File: src/rtl/dadj_pkg.sv
package dadj_pkg;

   typedef enum logic [1:0] {
      OP_DEC_ADD = 2'd0,
      OP_DEC_SUB = 2'd1,
      OP_ASC_ADD = 2'd2,
      OP_ASC_SUB = 2'd3
   } adj_op_e;

   typedef enum logic {
      CORE_EARLY = 1'b0,
      CORE_LATER = 1'b1
   } core_gen_e;

   // partial result from one adjust path, before status flags
   typedef struct packed {
      logic [7:0] al;
      logic [7:0] ah;
      logic       cf;
      logic       af;
      logic       of;
   } adj_res_t;

   // full result presented at the block edge
   typedef struct packed {
      logic [7:0] al;
      logic [7:0] ah;
      logic       cf;
      logic       af;
      logic       zf;
      logic       sf;
      logic       pf;
      logic       of;
   } adj_out_t;

   // operation attributes carried beside the result
   typedef struct packed {
      adj_op_e    op;
      core_gen_e  core;
      logic [7:0] ah;
   } adj_meta_t;

   function automatic logic ovf_add8(logic [7:0] a, logic [7:0] b, logic [7:0] r);
      return (a[7] == b[7]) && (r[7] != a[7]);
   endfunction

   function automatic logic ovf_sub8(logic [7:0] a, logic [7:0] b, logic [7:0] r);
      return (a[7] != b[7]) && (r[7] != a[7]);
   endfunction

endpackage

File: src/rtl/dadj_decimal.sv
module dadj_decimal
   import dadj_pkg::*;
#(
   parameter int LO_LIMIT    = 9,
   parameter int HI_LIMIT    = 8'h99,
   parameter int HI_LIMIT_AF = 8'h9F,
   parameter int ADJ_LO      = 6
) (
   input  logic [7:0] al_in,
   input  logic [7:0] ah_in,
   input  logic       cf_in,
   input  logic       af_in,
   input  logic       is_sub,
   input  core_gen_e  core,
   output adj_res_t   res
);
   localparam logic [3:0] LO_LIM4  = 4'(LO_LIMIT);
   localparam logic [7:0] HI_LIM8  = 8'(HI_LIMIT);
   localparam logic [7:0] HI_AF8   = 8'(HI_LIMIT_AF);
   localparam logic [7:0] ADJ_LO8  = 8'(ADJ_LO);
   localparam logic [7:0] ADJ_HI8  = 8'(ADJ_LO * 16);

   logic       lo_hit;
   logic [8:0] lo_sum;
   logic       lo_cy;
   logic [7:0] part;
   logic [7:0] thr;
   logic [7:0] cmp_val;
   logic       cy_seen;
   logic       hi_hit;
   logic [7:0] fin;
   logic       lo_ovf;
   logic       hi_ovf;

   always_comb begin
      lo_hit  = (al_in[3:0] > LO_LIM4) || af_in;
      lo_sum  = is_sub ? ({1'b0, al_in} - {1'b0, ADJ_LO8})
                       : ({1'b0, al_in} + {1'b0, ADJ_LO8});
      lo_cy   = lo_hit && lo_sum[8];
      part    = lo_hit ? lo_sum[7:0] : al_in;
      lo_ovf  = is_sub ? ovf_sub8(al_in, ADJ_LO8, lo_sum[7:0])
                       : ovf_add8(al_in, ADJ_LO8, lo_sum[7:0]);

      // early core looks at the partly corrected byte, later core at the original
      if (core == CORE_EARLY) begin
         thr     = af_in ? HI_AF8 : HI_LIM8;
         cmp_val = part;
         cy_seen = cf_in || lo_cy;
      end else begin
         thr     = HI_LIM8;
         cmp_val = al_in;
         cy_seen = cf_in;
      end
      hi_hit = (cmp_val > thr) || cy_seen;

      fin    = hi_hit ? (is_sub ? part - ADJ_HI8 : part + ADJ_HI8) : part;
      hi_ovf = is_sub ? ovf_sub8(part, ADJ_HI8, fin) : ovf_add8(part, ADJ_HI8, fin);

      res.al = fin;
      res.ah = ah_in;
      res.cf = hi_hit;
      res.af = lo_hit;
      if (core == CORE_EARLY)
         res.of = hi_hit ? hi_ovf : (lo_hit && lo_ovf);
      else
         res.of = 1'b0;
   end
endmodule

File: src/rtl/dadj_ascii.sv
module dadj_ascii
   import dadj_pkg::*;
#(
   parameter int LO_LIMIT = 9,
   parameter int ADJ_LO   = 6
) (
   input  logic [7:0] al_in,
   input  logic [7:0] ah_in,
   input  logic       af_in,
   input  logic       is_sub,
   input  core_gen_e  core,
   output adj_res_t   res
);
   localparam logic [3:0] LO_LIM4 = 4'(LO_LIMIT);
   localparam logic [7:0] ADJ_LO8 = 8'(ADJ_LO);

   logic       hit;
   logic [8:0] sum9;
   logic [7:0] ah_step;
   logic [7:0] ah_wide;

   always_comb begin
      hit  = (al_in[3:0] > LO_LIM4) || af_in;
      sum9 = is_sub ? ({1'b0, al_in} - {1'b0, ADJ_LO8})
                    : ({1'b0, al_in} + {1'b0, ADJ_LO8});

      // early core: high byte stepped alone
      ah_step = is_sub ? ah_in - 8'd1 : ah_in + 8'd1;
      // later core: bit 8 of the low sum is the carry or borrow into AH
      ah_wide = is_sub ? ah_step - {7'd0, sum9[8]} : ah_step + {7'd0, sum9[8]};

      res.ah = ah_in;
      res.al = {4'h0, al_in[3:0]};
      res.cf = 1'b0;
      res.af = 1'b0;
      res.of = 1'b0;
      if (hit) begin
         res.al = {4'h0, sum9[3:0]};
         res.ah = (core == CORE_LATER) ? ah_wide : ah_step;
         res.cf = 1'b1;
         res.af = 1'b1;
         if (core == CORE_EARLY)
            res.of = is_sub ? ovf_sub8(al_in, ADJ_LO8, sum9[7:0])
                            : ovf_add8(al_in, ADJ_LO8, sum9[7:0]);
      end
   end
endmodule

File: src/rtl/dadj_flags.sv
module dadj_flags
   import dadj_pkg::*;
(
   input  adj_res_t res,
   output adj_out_t flagged
);
   always_comb begin
      flagged.al = res.al;
      flagged.ah = res.ah;
      flagged.cf = res.cf;
      flagged.af = res.af;
      flagged.of = res.of;
      flagged.zf = (res.al == 8'h00);
      flagged.sf = res.al[7];
      flagged.pf = ~(^res.al);
   end
endmodule

File: src/rtl/dadj_unit.sv
module dadj_unit
   import dadj_pkg::*;
#(
   parameter int OUT_REG     = 1,
   parameter int LO_LIMIT    = 9,
   parameter int HI_LIMIT    = 8'h99,
   parameter int HI_LIMIT_AF = 8'h9F,
   parameter int ADJ_LO      = 6
) (
   input  logic       clk,
   input  logic       rst_n,
   input  logic       in_valid,
   input  logic [1:0] op_in,
   input  logic       core_in,
   input  logic [7:0] al_in,
   input  logic [7:0] ah_in,
   input  logic       cf_in,
   input  logic       af_in,
   output logic       out_valid,
   output logic [7:0] al_out,
   output logic [7:0] ah_out,
   output logic       cf_out,
   output logic       af_out,
   output logic       zf_out,
   output logic       sf_out,
   output logic       pf_out,
   output logic       of_out
);
   // elaboration-time parameter checks
   if (OUT_REG != 0 && OUT_REG != 1) begin : g_bad_outreg
      $error("OUT_REG must be 0 or 1");
   end
   if (LO_LIMIT < 0 || LO_LIMIT > 15) begin : g_bad_lolim
      $error("LO_LIMIT must fit a nibble");
   end
   if (HI_LIMIT < 0 || HI_LIMIT > 255 || HI_LIMIT_AF < HI_LIMIT || HI_LIMIT_AF > 255) begin : g_bad_hilim
      $error("high thresholds must fit a byte with HI_LIMIT_AF >= HI_LIMIT");
   end
   if (ADJ_LO < 1 || ADJ_LO > 15) begin : g_bad_adj
      $error("ADJ_LO must be a nonzero nibble");
   end

   adj_op_e   op_e;
   core_gen_e core_e;
   logic      is_sub;
   adj_res_t  dec_res;
   adj_res_t  asc_res;
   adj_res_t  sel_res;
   adj_out_t  comb_out;
   adj_meta_t comb_meta;
   adj_out_t  res_o;
   adj_meta_t meta_o;
   logic      vld_o;

   assign op_e   = adj_op_e'(op_in);
   assign core_e = core_gen_e'(core_in);
   assign is_sub = op_in[0];

   dadj_decimal #(
      .LO_LIMIT   (LO_LIMIT),
      .HI_LIMIT   (HI_LIMIT),
      .HI_LIMIT_AF(HI_LIMIT_AF),
      .ADJ_LO     (ADJ_LO)
   ) u_decimal (
      .al_in (al_in),
      .ah_in (ah_in),
      .cf_in (cf_in),
      .af_in (af_in),
      .is_sub(is_sub),
      .core  (core_e),
      .res   (dec_res)
   );

   dadj_ascii #(
      .LO_LIMIT(LO_LIMIT),
      .ADJ_LO  (ADJ_LO)
   ) u_ascii (
      .al_in (al_in),
      .ah_in (ah_in),
      .af_in (af_in),
      .is_sub(is_sub),
      .core  (core_e),
      .res   (asc_res)
   );

   assign sel_res = op_in[1] ? asc_res : dec_res;

   dadj_flags u_flags (
      .res    (sel_res),
      .flagged(comb_out)
   );

   always_comb begin
      comb_meta.op   = op_e;
      comb_meta.core = core_e;
      comb_meta.ah   = ah_in;
   end

   if (OUT_REG == 1) begin : g_reg
      adj_out_t  res_q;
      adj_meta_t meta_q;
      logic      vld_q;
      always_ff @(posedge clk or negedge rst_n) begin
         if (!rst_n) begin
            res_q  <= '0;
            meta_q <= '0;
            vld_q  <= 1'b0;
         end else begin
            vld_q <= in_valid;
            if (in_valid) begin
               res_q  <= comb_out;
               meta_q <= comb_meta;
            end
         end
      end
      assign res_o  = res_q;
      assign meta_o = meta_q;
      assign vld_o  = vld_q;

      AST_VALID_LATENCY: assert property (@(posedge clk) disable iff (!rst_n)
         $past(rst_n) |-> (out_valid == $past(in_valid))) else $error("valid latency");
   end else begin : g_comb
      assign res_o  = comb_out;
      assign meta_o = comb_meta;
      assign vld_o  = in_valid;
   end

   assign out_valid = vld_o;
   assign al_out    = res_o.al;
   assign ah_out    = res_o.ah;
   assign cf_out    = res_o.cf;
   assign af_out    = res_o.af;
   assign zf_out    = res_o.zf;
   assign sf_out    = res_o.sf;
   assign pf_out    = res_o.pf;
   assign of_out    = res_o.of;

   AST_DEC_AH_HOLD: assert property (@(posedge clk) disable iff (!rst_n)
      (out_valid && !meta_o.op[1]) |-> (ah_out == meta_o.ah)) else $error("decimal AH");
   AST_ASCII_NIBBLE: assert property (@(posedge clk) disable iff (!rst_n)
      (out_valid && meta_o.op[1]) |-> (al_out[7:4] == 4'h0)) else $error("ascii nibble");
   AST_ASCII_CF_AF: assert property (@(posedge clk) disable iff (!rst_n)
      (out_valid && meta_o.op[1]) |-> (cf_out == af_out)) else $error("ascii cf/af");
   AST_LATER_NO_OF: assert property (@(posedge clk) disable iff (!rst_n)
      (out_valid && meta_o.core == CORE_LATER) |-> !of_out) else $error("later-core OF");
   AST_ZERO_SIGN: assert property (@(posedge clk) disable iff (!rst_n)
      out_valid |-> ((zf_out == (al_out == 8'h00)) && (sf_out == al_out[7]))) else $error("zf/sf");
   AST_ASCII_AH_STEP: assert property (@(posedge clk) disable iff (!rst_n)
      (out_valid && meta_o.op[1] && !cf_out) |-> (ah_out == meta_o.ah)) else $error("ascii AH");
endmodule

File: config.mk
export PLATFORM = sky130hd
export DESIGN_NAME = dadj_unit
export DESIGN_NICKNAME = d
export VERILOG_FILES = /design/src/rtl/dadj_pkg.sv /design/src/rtl/dadj_decimal.sv /design/src/rtl/dadj_ascii.sv /design/src/rtl/dadj_flags.sv /design/src/rtl/dadj_unit.sv
export SDC_FILE = /design/constraint.sdc
export NUM_CORES = 1
export LEC_CHECK = 0
export BUFFER_PORTS_ARGS = -buffer_cell sky130_fd_sc_hd__buf_2
export CAP_MARGIN = 20
export CORE_ASPECT_RATIO = 1.25
export CORE_UTILIZATION = 50
export DETAILED_ROUTE_END_ITERATION = 12
export PLACE_DENSITY = 0.74
export SLEW_MARGIN = 15
export SYNTH_ARGS = -nofsm -noshare
export SYNTH_HDL_FRONTEND = slang
export SYNTH_SLANG_ARGS = --single-unit
File: constraint.sdc
create_clock -name clk -period 2.9 [get_ports clk]
set_clock_uncertainty 0.15 [all_clocks]
set_input_delay 0.145 -clock clk [delete_from_list [all_inputs] [get_ports clk]]
set_output_delay 0.145 -clock clk [all_outputs]
set_load 0.005 [all_outputs]
==> impl_metrics.tcl, run 1 <==
set metrics [dict create \
    report.final.setup_viol 11 \
    synth.distinct_cells 54 \
    hold_viol 0 \
    fmax_ghz 0.283 \
    cts_sinks 22 \
    crit_fanout 6 \
    async_flop_share_pct 100 \
    dp.cells 428 \
    final_cells 451 \
    drtAntennaViolNets 0 \
    wl_per_cell_um 17.8 \
    syn_area_per_cell_um2 8.95 \
    layout_common_cells "buf_4 (80), buf_2 (43), dfrtp_1 (22), ha_1 (19), nand2_1 (16)" \
    clockBufferDepth 2 \
    cts_tree "built" \
    htree_levels 1 \
    p_leak_nw 1.76 \
    grt_max_degree 36 \
    worst-setup-path-type "in2reg" \
    syn_nets 316 \
    vias 2620 \
    cap_violations 0 \
    status "finished with violations" \
    fp.dieH_um 78.6 \
    path_clk_slew_ns 0.08 \
    ys_seq_elements 22 \
    drv_slew 0 \
    area_growth_pct 55.8 \
    routed_wl_mm 8.03 \
    final_common_cell "buf_4" \
    min_path_cells 2 \
    grt_pass1_wl_mm 12.4 \
    grt_pass1_vias 2748 \
    vias_per_cell 5.81 \
    period_needed_ns 3.54 \
    crit_required_ns 2.91 \
    drive_gt1_share_pct 50.1 \
    drtPass1Iterations 4 \
    dp_hpwl_mm 5.22 \
    hold_start "al_in[0]" \
    hold_end "al_out[0]$_DFFE_PN0P_" \
    ios 47 \
    grt_usage_pct 32.4 \
    clock-root-buffer "clkbuf_8" \
    drc 0 \
    crit_arrival_ns 3.55 \
    post-route-period-util_pct 122 \
    drt_iter0_drc 162 \
    finalWorstSetupSlack_ns -0.639 \
    rrSetupSlack_ns 1.70 \
    core_mm2 0.00446 \
    dieArea_mm2 0.00497 \
    post-route-util_pct 81.9 \
    insertion_delay_ns 0.27 \
    place_congestion 0.839 \
    ir_drop_mv 0.271 \
    worst_pin_slew_ns 0.689 \
    synth_top_flop_cell "dfrtp_1" \
    synth_edf_count 0 \
    rsz0062_at_grt "true" \
    reg2reg_from "of_out$_DFFE_PN0P_" \
    cp-end-kind "flip-flop" \
    start_util_pct 52.6 \
    diodes 0 \
    cts_buffers 3 \
    r2r.worst_path.cells 3 \
    io_buffers 46 \
    violations "negative setup slack" \
    antenna_found_initial 0 \
    layout.nets 448 \
    netlist_instances 262 \
    finalPower_mw 1.72 \
    finalSetupTns_ns -3.07 \
    cp-start-kind "primary input" \
    yosys_warnings 0 \
    r2r-end "of_out$_DFFE_PN0P_" \
    die_w_um 63.3 \
    hold_path_class "in2reg" \
    post-place-ws_ns -1.03 \
    synth_area_mm2 0.00234 \
    power_density_mw_per_mm2 471 \
    rows 27 \
    grt_remaining_overflow 0 \
    seq_area_frac_synth_pct 23.5 \
    slew-limit-headroom_pct 54.1 \
    fill_cells 287 \
]
-- sequential cells by signal (all words and copies together), names as in the netlist --
name / flops
af_out: 1
ah_out: 8
al_out: 8
cf_out: 1
of_out: 1
out_valid: 1
pf_out: 1
zf_out: 1
-- area by class of cell --
cell class,instances,area [um2],area share (%)
clock buffers,4,55.1,1.51
inverters,21,92.6,2.53
multi-input cells,212,1930,52.9
flip-flops and latches,22,551,15.1
well taps,58,72.6,1.99
repair buffers,134,950,26.0
-- metrics by stage --
step	hold slack (ns)	area [um2]
detailed placement	-0.0121	3230
finish	0.0181	3650
floorplan	-0.301	2450
global placement	-0.0290	3230
global route	0.0221	3650
CTS	0.00519	3540
-- worst max path at each step --
stage | from | endpoint | slack [ns] | cells after the start
floorplan | al_in[1] | pf_out$_DFFE_PN0P_ | -0.65 | 17
global placement | op_in[0] | pf_out$_DFFE_PN0P_ | -0.94 | 18
detailed placement | op_in[0] | pf_out$_DFFE_PN0P_ | -1.03 | 18
CTS | op_in[0] | pf_out$_DFFE_PN0P_ | -0.56 | 18
global route | al_in[1] | pf_out$_DFFE_PN0P_ | -0.73 | 18
finish | al_in[1] | pf_out$_DFFE_PN0P_ | -0.64 | 18
-- report_power, final --
| group | internal, mW | switching, mW | leakage, nW |
|---|---|---|---|
| sequential | 0.359 | 0.0300 | 0.265 |
| combinational | 0.596 | 0.508 | 1.47 |
| clock | 0.121 | 0.107 | 0.0288 |
| total | 1.08 | 0.645 | 1.76 |
-- Yosys cell counts, drive strengths merged (4+ instances only) --
| library cell | number | area (um2) |
|---|---|---|
| mux2 | 7 | 82.6 |
| nor3 | 4 | 20.0 |
| a31oi | 8 | 80.1 |
| fa | 4 | 80.1 |
| clkbuf | 4 | 15.0 |
| nor2b | 7 | 46.3 |
| nor2 | 16 | 62.6 |
| a21o | 5 | 37.5 |
| or2 | 4 | 27.5 |
| o32ai | 4 | 35.0 |
| dfrtp | 22 | 551 |
| inv | 21 | 78.8 |
| xnor2 | 18 | 158 |
| or3 | 4 | 25.0 |
| mux2i | 7 | 70.1 |
| a21oi | 22 | 121 |
| ha | 26 | 325 |
| o21ai | 15 | 78.8 |
| and3 | 4 | 25.0 |
| nand2 | 17 | 63.8 |
-- logic make-up after synthesis --
logic type                 after synthesis  synth area share, %
AOI/OAI and AO/OA                       75                 23.0
and+or+nand+nor                         72                 17.0
adders and majority gates               30                 17.3
buffers and inverters                   28                 4.86
DFF                                     22                 23.5
xor gates and xnor gates                21                 7.84
muxes                                   14                 6.51
-- critical path: stages --
cell      delay [ns]
buf_8           0.09
inv_6           0.03
fa_1            0.54
nand2_2         0.07
o21ai_4         0.07
mux2i_2         0.10
ha_1            0.32
a21oi_2         0.07
a31oi_2         0.17
nand4_1         0.12
and4bb_2        0.27
a31oi_4         0.27
a21oi_2         0.10
or3_4           0.39
ha_4            0.27
xnor2_4         0.14
xnor2_2         0.13
mux2_4          0.26
-- repair_timing --
| action | CTS | global route |
|---|---|---|
| endpoints found under the hold margin | 23 | 0 |
| setup endpoints to repair | 9 | 11 |
| resized for setup | 33 | 16 |
| pin swaps | 35 | 30 |
| buffers inserted | 11 | 7 |
| hold buffers | 2 | 0 |
-- per-layer routing --
layer,vias to the layer above,wire (um),global-route usage (%)
met2,107,4470,66.2
met5,-,0,0
met4,0,409,15.2
met1,1256,2890,31.3
li1,1213,-,-
met3,44,257,3.49
Note: power is estimated with default switching activity, not from simulation.
==> run 2: changes to the inputs <==
--- a/config.mk
+++ b/config.mk
@@ -8,9 +8,11 @@
 export BUFFER_PORTS_ARGS = -buffer_cell sky130_fd_sc_hd__buf_2
 export CAP_MARGIN = 20
 export CORE_ASPECT_RATIO = 1.25
+export CORE_MARGIN = 3
 export CORE_UTILIZATION = 50
 export DETAILED_ROUTE_END_ITERATION = 12
 export PLACE_DENSITY = 0.74
+export REMOVE_ABC_BUFFERS = 1
 export SLEW_MARGIN = 15
 export SYNTH_ARGS = -nofsm -noshare
 export SYNTH_HDL_FRONTEND = slang
==> impl_metrics.tcl, run 2 (synthesis gave the netlist of run 1 again) <==
set metrics [dict create \
    fill_cells 275 \
    cp-end-kind "flip-flop" \
    path_clk_slew_ns 0.08 \
    met1_length_mm 3.02 \
    layout.nets 455 \
    violations "negative setup slack" \
    layout_common_cells "buf_4 (87), buf_2 (44), dfrtp_1 (22), ha_1 (19), nand2_1 (17)" \
    grt_max_degree 36 \
    vias_per_cell 5.92 \
    whs_ns 0.0167 \
    r2r-end "of_out$_DFFE_PN0P_" \
    report.final.setup_viol 15 \
    ios 47 \
    rsz0062_at_grt "true" \
    cts_sinks 22 \
    drtPass1Iterations 4 \
    wl_met3_um 535 \
    antenna_found_initial 0 \
    rows 27 \
    worstPathCellList "buf_4 > inv_2 > fa_1 > nand2_1 > o21ai_2 > mux2i_1 > ha_1 > a21oi_2 > a31oi_2 > nand4_1 > and4bb_1 > a31oi_4 > buf_12 > a31oi_4 > or3_4 > ha_4 > xnor2_4 > xnor2_2 > mux2_4" \
    final_cells 458 \
    fmax_ghz 0.252 \
    hold_path_class "in2reg" \
    cpMostUsedCell "a31oi_4" \
    vias 2711 \
    routed_wl_mm 8.91 \
    grt_pass1_vias 2743 \
    dieArea_mm2 0.00555 \
    clockBufferDepth 2 \
    max_stage_delay_ns 0.56 \
    dp_hpwl_mm 5.23 \
    period_needed_ns 3.98 \
    drt_iter0_drc 179 \
    slew-limit-headroom_pct 53.1 \
    r2r.worst_path.cells 3 \
    die_w_um 67.3 \
    hold_end "ah_out[7]$_DFFE_PN0P_" \
    post-route-period-util_pct 137 \
    rrSetupSlack_ns 1.71 \
    crit_family "adder cells" \
    worst-setup-path-type "in2reg" \
    io_buffers 46 \
    core_mm2 0.00446 \
    route.met2.wl_mm 4.71 \
    finalWorstSetupSlack_ns -1.08 \
    cap_violations 0 \
    dp.cells 429 \
    top_layer "met4" \
    htree_levels 1 \
    fp.dieH_um 82.6 \
    power_density_mw_per_mm2 486 \
    crit_fanout 6 \
    drive_gt1_share_pct 50.7 \
    grt_remaining_overflow 0 \
    clock-root-buffer "clkbuf_8" \
    regArea_um2 551 \
    finalSetupTns_ns -5.67 \
    cp-start-kind "primary input" \
    drtAntennaViolNets 0 \
    crit_arrival_ns 3.97 \
    multiInputGateArea_mm2 0.00193 \
    hold_viol 0 \
    start_util_pct 52.6 \
    hold_start "ah_in[7]" \
    cts_tree "built" \
    grt_pass1_wl_mm 12.4 \
    final_common_cell "buf_4" \
    cts_buffers 3 \
    grt_usage_pct 29.4 \
    insertion_delay_ns 0.26 \
    min_path_cells 3 \
    drv_slew 0 \
    p_leak_nw 1.80 \
    drc 0 \
    diodes 0 \
    cp_num_buf_inv 3 \
    crit_required_ns 2.90 \
    place_congestion 1.02 \
    reg2reg_from "of_out$_DFFE_PN0P_" \
    wl_per_cell_um 19.5 \
    ir_drop_mv 0.362 \
    status "finished with violations" \
    cp_slowest_cell "fa_1" \
    worst_pin_slew_ns 0.704 \
    area_growth_pct 57.6 \
]
==> run 2: per-stage QoR <==
| step | util [%] | cell area, um2 | setup WS (ns) | total power [mW] |
|---|---|---|---|---|
| finish | 82.9 | 3690 | -1.08 | 1.80 |
| CTS | 79.7 | 3550 | -0.591 | 1.61 |
| detailed placement | 70.7 | 3150 | -1.14 | 1.25 |
| floorplan | - | 2310 | -0.876 | 0.869 |
| global placement | 70.7 | 3150 | -1.09 | 1.22 |
| global route | 82.9 | 3690 | -1.13 | 1.89 |
==> run 2: cell type report <==
cell class	count	share of cell area, %
multi-input combinational	212	52.2
timing repair buffer	141	27.2
sequential	22	14.9
inverter	21	2.20
tap	58	1.96
clock buffer	4	1.49
==> run 2: power by group <==
group,switching (mW),internal [mW]
Combinational,0.563,0.627
Clock,0.0974,0.121
Sequential,0.0295,0.358
Total,0.690,1.11
==> run 2: what timing repair did <==
| item | CTS | global route |
|---|---|---|
| setup endpoints to repair | 12 | 15 |
| buffers inserted | 30 | 3 |
| pin swaps | 29 | 10 |
| resized for setup | 39 | 29 |
| endpoints found under the hold margin | 22 | 0 |
| hold buffers | 1 | 0 |
==> run 2: worst max-delay path by stage <==
stage	start	endpoint	slack (ns)	cells past startpoint
finish	al_in[2]	pf_out$_DFFE_PN0P_	-1.08	19
detailed placement	op_in[0]	pf_out$_DFFE_PN0P_	-1.14	18
global placement	op_in[0]	pf_out$_DFFE_PN0P_	-1.09	18
CTS	op_in[0]	pf_out$_DFFE_PN0P_	-0.59	18
floorplan	al_in[2]	pf_out$_DFFE_PN0P_	-0.88	16
global route	al_in[2]	pf_out$_DFFE_PN0P_	-1.13	19
==> run 2: per-layer routing <==
layer / vias to the layer above / track usage (%)
met3: 61 / 3.79
met1: 1290 / 30.2
met2: 134 / 57.6
met4: 0 / 13.4
met5: - / 0
li1: 1226 / -
==> run 2: worst reg2reg max path, cell delays in order, from the launching register on <==
cell	delay [ns]
dfrtp_1	0.38
nor2b_1	0.15
a211oi_1	0.28
mux2i_1	0.11
